<file path="config.mk">
export PLATFORM = sky130hd
export DESIGN_NAME = digipot_wiper_core
export DESIGN_NICKNAME = d
export VERILOG_FILES = /design/src/rtl/digipot_pkg.sv /design/src/rtl/dp_sync.sv /design/src/rtl/dp_frame_fsm.sv /design/src/rtl/dp_wiper_reg.sv /design/src/rtl/digipot_wiper_core.sv
export SDC_FILE = /design/constraint.sdc
export NUM_CORES = 1
export LEC_CHECK = 0
export BUFFER_PORTS_ARGS = -buffer_cell sky130_fd_sc_hd__buf_2
export CAP_MARGIN = 20
export CELL_PAD_IN_SITES_DETAIL_PLACEMENT = 1
export CELL_PAD_IN_SITES_GLOBAL_PLACEMENT = 2
export CORE_MARGIN = 1.5
export CORE_UTILIZATION = 36
export DETAILED_ROUTE_END_ITERATION = 8
export GPL_TIMING_DRIVEN = 0
export PLACE_DENSITY = 0.68
export SYNTH_ARGS = -nofsm -noshare
export SYNTH_HDL_FRONTEND = slang
export SYNTH_HIERARCHICAL = 1
export SYNTH_SLANG_ARGS = --single-unit
export TNS_END_PERCENT = 20
</file>
<file path="constraint.sdc">
create_clock -name clk -period 1.75 [get_ports clk]
set_input_delay 0.0875 -clock clk [delete_from_list [all_inputs] [get_ports clk]]
set_output_delay 0.0875 -clock clk [all_outputs]
set_load 0.01 [all_outputs]
</file>
<file path="src/rtl/digipot_pkg.sv">
package digipot_pkg;
    typedef enum logic [1:0] {
        ST_IDLE   = 2'd0,
        ST_SHIFT  = 2'd1,
        ST_COMMIT = 2'd2
    } frame_state_t;
endpackage

</file>
<file path="src/rtl/dp_sync.sv">
module dp_sync #(
    parameter int   STAGES  = 2,
    parameter logic RST_VAL = 1'b0
) (
    input  logic clk,
    input  logic rst_n,
    input  logic din,
    output logic dout
);
    logic [STAGES-1:0] chain;

    generate
        for (genvar s = 0; s < STAGES; s++) begin : g_stage
            always_ff @(posedge clk or negedge rst_n) begin
                if (!rst_n) begin
                    chain[s] <= RST_VAL;
                end else begin
                    chain[s] <= (s == 0) ? din : chain[(s == 0) ? 0 : s-1];
                end
            end
        end
    endgenerate

    assign dout = chain[STAGES-1];
endmodule

</file>
<file path="src/rtl/dp_frame_fsm.sv">
module dp_frame_fsm
    import digipot_pkg::*;
#(
    parameter int CODE_W = 8
) (
    input  logic              clk,
    input  logic              rst_n,
    input  logic              cs_s,
    input  logic              sclk_s,
    input  logic              mosi_s,
    output logic [CODE_W-1:0] frame_word,
    output logic              commit_load
);
    localparam int CNT_W = $clog2(CODE_W + 1);
    localparam logic [CNT_W-1:0] CNT_FULL = CNT_W'(CODE_W);

    frame_state_t      state, state_nx;
    logic              cs_d, sclk_d;
    logic              cs_fall, cs_rise, sclk_rise, shift_en;
    logic [CNT_W-1:0]  bit_cnt;
    logic [CODE_W-1:0] shreg;

    assign cs_fall   = cs_d & ~cs_s;
    assign cs_rise   = ~cs_d & cs_s;
    assign sclk_rise = sclk_s & ~sclk_d;
    assign shift_en  = (state == ST_SHIFT) && !cs_s && sclk_rise;

    always_ff @(posedge clk or negedge rst_n) begin
        if (!rst_n) begin
            cs_d   <= 1'b1;
            sclk_d <= 1'b0;
        end else begin
            cs_d   <= cs_s;
            sclk_d <= sclk_s;
        end
    end

    always_ff @(posedge clk or negedge rst_n) begin
        if (!rst_n) state <= ST_IDLE;
        else        state <= state_nx;
    end

    always_comb begin
        state_nx = state;
        unique case (state)
            ST_IDLE:   if (cs_fall) state_nx = ST_SHIFT;
            ST_SHIFT:  if (cs_rise) state_nx = ST_COMMIT;
            ST_COMMIT: state_nx = cs_fall ? ST_SHIFT : ST_IDLE;
            default:   state_nx = ST_IDLE;
        endcase
    end

    always_comb begin
        frame_word  = shreg;
        commit_load = (state == ST_COMMIT) && (bit_cnt == CNT_FULL);
    end

    always_ff @(posedge clk or negedge rst_n) begin
        if (!rst_n) begin
            bit_cnt <= '0;
            shreg   <= '0;
        end else if (cs_fall) begin
            bit_cnt <= '0;
        end else if (shift_en) begin
            shreg <= {shreg[CODE_W-2:0], mosi_s};
            if (bit_cnt != CNT_FULL) bit_cnt <= bit_cnt + 1'b1;
        end
    end


    idle_clk_ignored_chk: assert property (@(posedge clk) disable iff (!rst_n)
        (sclk_rise && cs_s) |=> $stable(shreg));


    cnt_restart_chk: assert property (@(posedge clk) disable iff (!rst_n)
        cs_fall |=> (bit_cnt == '0));
endmodule

</file>
<file path="src/rtl/dp_wiper_reg.sv">
module dp_wiper_reg #(
    parameter int              CODE_W   = 8,
    parameter logic [CODE_W-1:0] RST_CODE = 8'h80
) (
    input  logic              clk,
    input  logic              rst_n,
    input  logic              load,
    input  logic [CODE_W-1:0] din,
    output logic [CODE_W-1:0] code,
    output logic              upd
);
    always_ff @(posedge clk or negedge rst_n) begin
        if (!rst_n) begin
            code <= RST_CODE;
            upd  <= 1'b0;
        end else begin
            upd <= load;
            if (load) code <= din;
        end
    end


    one_cycle_upd_chk: assert property (@(posedge clk) disable iff (!rst_n)
        upd |=> !upd);
endmodule

</file>
<file path="src/rtl/digipot_wiper_core.sv">
module digipot_wiper_core #(
    parameter int CODE_W      = 8,
    parameter int SYNC_STAGES = 2
) (
    input  logic              clk,
    input  logic              rst_n,
    input  logic              spi_csn,
    input  logic              spi_sclk,
    input  logic              spi_mosi,
    output logic [CODE_W-1:0] wiper_code,
    output logic              code_upd
);
    localparam logic [CODE_W-1:0] MID_CODE = CODE_W'(1) << (CODE_W - 1);

    logic              cs_s, sclk_s, mosi_s;
    logic [CODE_W-1:0] frame_word;
    logic              commit_load;

    dp_sync #(.STAGES(SYNC_STAGES), .RST_VAL(1'b1)) u_sync_cs (
        .clk(clk), .rst_n(rst_n), .din(spi_csn), .dout(cs_s));
    dp_sync #(.STAGES(SYNC_STAGES), .RST_VAL(1'b0)) u_sync_sclk (
        .clk(clk), .rst_n(rst_n), .din(spi_sclk), .dout(sclk_s));
    dp_sync #(.STAGES(SYNC_STAGES), .RST_VAL(1'b0)) u_sync_mosi (
        .clk(clk), .rst_n(rst_n), .din(spi_mosi), .dout(mosi_s));

    dp_frame_fsm #(.CODE_W(CODE_W)) u_fsm (
        .clk(clk), .rst_n(rst_n), .cs_s(cs_s), .sclk_s(sclk_s), .mosi_s(mosi_s),
        .frame_word(frame_word), .commit_load(commit_load));

    dp_wiper_reg #(.CODE_W(CODE_W), .RST_CODE(MID_CODE)) u_wiper (
        .clk(clk), .rst_n(rst_n), .load(commit_load), .din(frame_word),
        .code(wiper_code), .upd(code_upd));


    code_moves_with_upd_chk: assert property (@(posedge clk) disable iff (!rst_n)
        !$stable(wiper_code) |-> code_upd);


    no_commit_while_selected_chk: assert property (@(posedge clk) disable iff (!rst_n)
        (!cs_s && $past(!cs_s)) |-> !commit_load);
endmodule

</file>
==> impl_metrics.tcl <==
set metrics [dict create \
    status "completed" \
    synth_compound_area_share_pct 2.213 \
    tritoncts.num_buffers 5 \
    place_area_um2 1366 \
    worstSetupEndpointType "register" \
    syn_area_um2 1244 \
    crit_required_ps 1960 \
    io_pins 14 \
    critical_path_class "register to register" \
    crit_fanout 8 \
    clkTransAtPathRegs_ps 90 \
    min_period_ps 1695 \
    ys_warn_count 6 \
    antennaDiodeCount 0 \
    drcViolationCount 0 \
    setup_ws_ps 54.85 \
    antenna_found_initial 0 \
    num_vias 696 \
    multi_input_area_um2 441.7 \
    fin_skew_ps 4.952 \
    htreeDepth 2 \
    cp-start-kind "register" \
    instances_no_fill 151 \
    drv_slew 0 \
    synthArstFlopShare_pct 100.0 \
    die_w_um 61.78 \
    grt_pass1_wl_um 3056 \
    start_util_pct 37.27 \
    firstDrtPassIters 4 \
    grt_setup_unrepaired "false" \
    period_share_pct 96.87 \
    finalHoldViolCount 0 \
    syn_inst 79 \
    ys_ff_latch 31 \
    synth_nets 86 \
    synthXorXnorAreaFrac_pct 0 \
    synth.distinct_cells 21 \
    synth-edff-count 0 \
    syn_to_final_growth_pct 19.82 \
    final_net_count 111 \
    seqCellArea_um2 780.7 \
    synth_mux_area_share_pct 21.73 \
    worstPathArrival_ps 1910 \
    synth_top_area_cell "dfrtp_1" \
    port_buffers 13 \
    ant_nets 0 \
    p_leak_nw 0.7442 \
    fmaxAchievable_mhz 589.9 \
    tightest_slew_ps 661.7 \
    grt_use_total_pct 12.01 \
    wirelength_um 1980 \
    clk_latency_ps 320 \
    drive_gt1_share_pct 43.81 \
    placed_cells 138 \
    synth_flop_cell "dfrtp_1" \
    detail_route.wl_per_cell_um 13.11 \
    clkSinkCount 31 \
    synthSimpleGateAreaFrac_pct 8.249 \
    core_area_um2 3337 \
    rows 21 \
    netlist_top_cells_area "dfrtp_1, mux2_4, dfstp_2" \
    synth-adder-area-share_pct 2.012 \
    cts_root_buffer "clkbuf_4" \
    powerDensity_nw_per_um2 889.3 \
    finalInstanceArea_um2 1490 \
    synth_top_family_by_area "multiplexers" \
    synthTopCellsByCount "dfrtp_1, mux2_4, nand2_1, dfstp_2, inv_1" \
    drt-initial-drc-count 21 \
    cts_max_path_buffers 2 \
    maxSlewHeadroom_pct 55.89 \
    total_power_w 0.001325 \
    synth.most_common_cell "dfrtp_1" \
    gp_congestion 0.6701 \
    grt_start_max_net_pins 32 \
    postSynthAreaPerCell_um2 15.74 \
    max-cap-violations 0 \
    worstHoldPathType "input pin to asynchronous set/reset pin" \
    post_drt_via_cell_ratio 4.609 \
    vdd_drop_max_uv 462.1 \
    pre_cts_slack_ps -59.22 \
    setup_viol 0 \
    crit_path_start "u_sync_cs/dout" \
    rr_startpoint "u_sync_cs/dout" \
    synth_top_area_share_pct 54.33 \
    die_area_um2 3816 \
    cts_tree "done" \
    gr-total-overflow 0 \
    fp.dieH_um 61.78 \
    synth-seq-area-share_pct 62.78 \
    first_global_vias 702 \
    fillers 353 \
]
[per-stage QoR]
step	util [%]	setup TNS, ps	hold slack [ps]
4_1_cts	44.09	0	340.3
6_report	44.66	0	335.2
3_5_place_dp	40.94	-399.0	167.6
5_1_grt	44.66	0	364.8
3_3_place_gp	40.94	-301.4	165.5
2_1_floorplan	-	0	-208.1
[cell type report]
class	instances	share of cell area [%]
plain buffers	2	1.511
clock buffers	7	3.694
clock inverters	1	0.3359
inverters	4	1.008
multi-input cells	42	29.64
flip-flops and latches	31	52.39
well taps	46	3.862
repair buffers	18	7.557
[placed cells by master, fill, tap and decap left out, types with 2 or more instances in the layout]
cell type | Yosys | layout
mux2i_1 | 3 | 3
dfstp_2 | 4 | 4
clkbuf_4 | 0 | 5
buf_2 | 0 | 13
nand2b_1 | 3 | 3
inv_1 | 4 | 4
buf_6 | 2 | 2
nor3_1 | 2 | 2
nand2_1 | 5 | 5
dfrtp_1 | 27 | 27
ha_1 | 2 | 2
mux2_4 | 16 | 16
dlygate4sd3_1 | 0 | 4
[state kept, by name, summed over array words and instances (netlist names)]
register and flops:
u_fsm/bit_cnt 4, u_sync_cs/dout 1, u_sync_mosi/dout 1, u_wiper/code 8, u_wiper/upd 1, u_sync_cs/chain 1, u_fsm/sclk_d 1, u_fsm/frame_word 8
u_sync_sclk/chain 1, u_fsm/cs_d 1, u_sync_sclk/dout 1, u_fsm/state 2, u_sync_mosi/chain 1
[routing by layer]
metal / global-route usage (%) / vias to the layer above / share of wire, %
li1: - / 322 / -
met1: 13.96 / 354 / 44
met2: 17.59 / 16 / 50
met3: 5.590 / 4 / 4.6
met4: 8.207 / 0 / 1.7
met5: 0 / - / 0
[cell families (layout without fill, tap and decap cells)]
kind of cell	Yosys count	count (layout)
fa+ha+maj	2	2
simple gates	17	17
buf+inv	6	32
mux	19	19
compound gates	4	4
flops	31	31
[critical path, cell delays in order, from the launching register on]
cell and delay, ps:
dfstp_2 390, or3b_4 400, or3_4 340, buf_6 160, mux2_4 290
[path summary, 6_finish.rpt]
check / to / slack, ps / cells past startpoint
min: u_wiper/upd / 340 / 2
min reg2reg: u_sync_mosi/dout / 360 / 0
max in group asynchronous: u_fsm/bit_cnt[0] / 980 / 2
min in group clk: u_sync_mosi/dout / 360 / 0
max: u_fsm/frame_word[1] / 50 / 4
max reg2reg: u_fsm/frame_word[1] / 50 / 4
[report_power, final]
group	switching (W)	internal [W]
Combinational	0.0000506	0.0000577
Sequential	0.0000330	0.000759
Clock	0.000231	0.000194
[timing repair]
item,CTS,global route
gates resized for setup,1,2
setup endpoints to repair,8,16
setup buffers,0,1
pin swaps,0,1
hold buffers,4,0
endpoints found under the hold margin,30,0
Power figures use the tool's default switching activity.
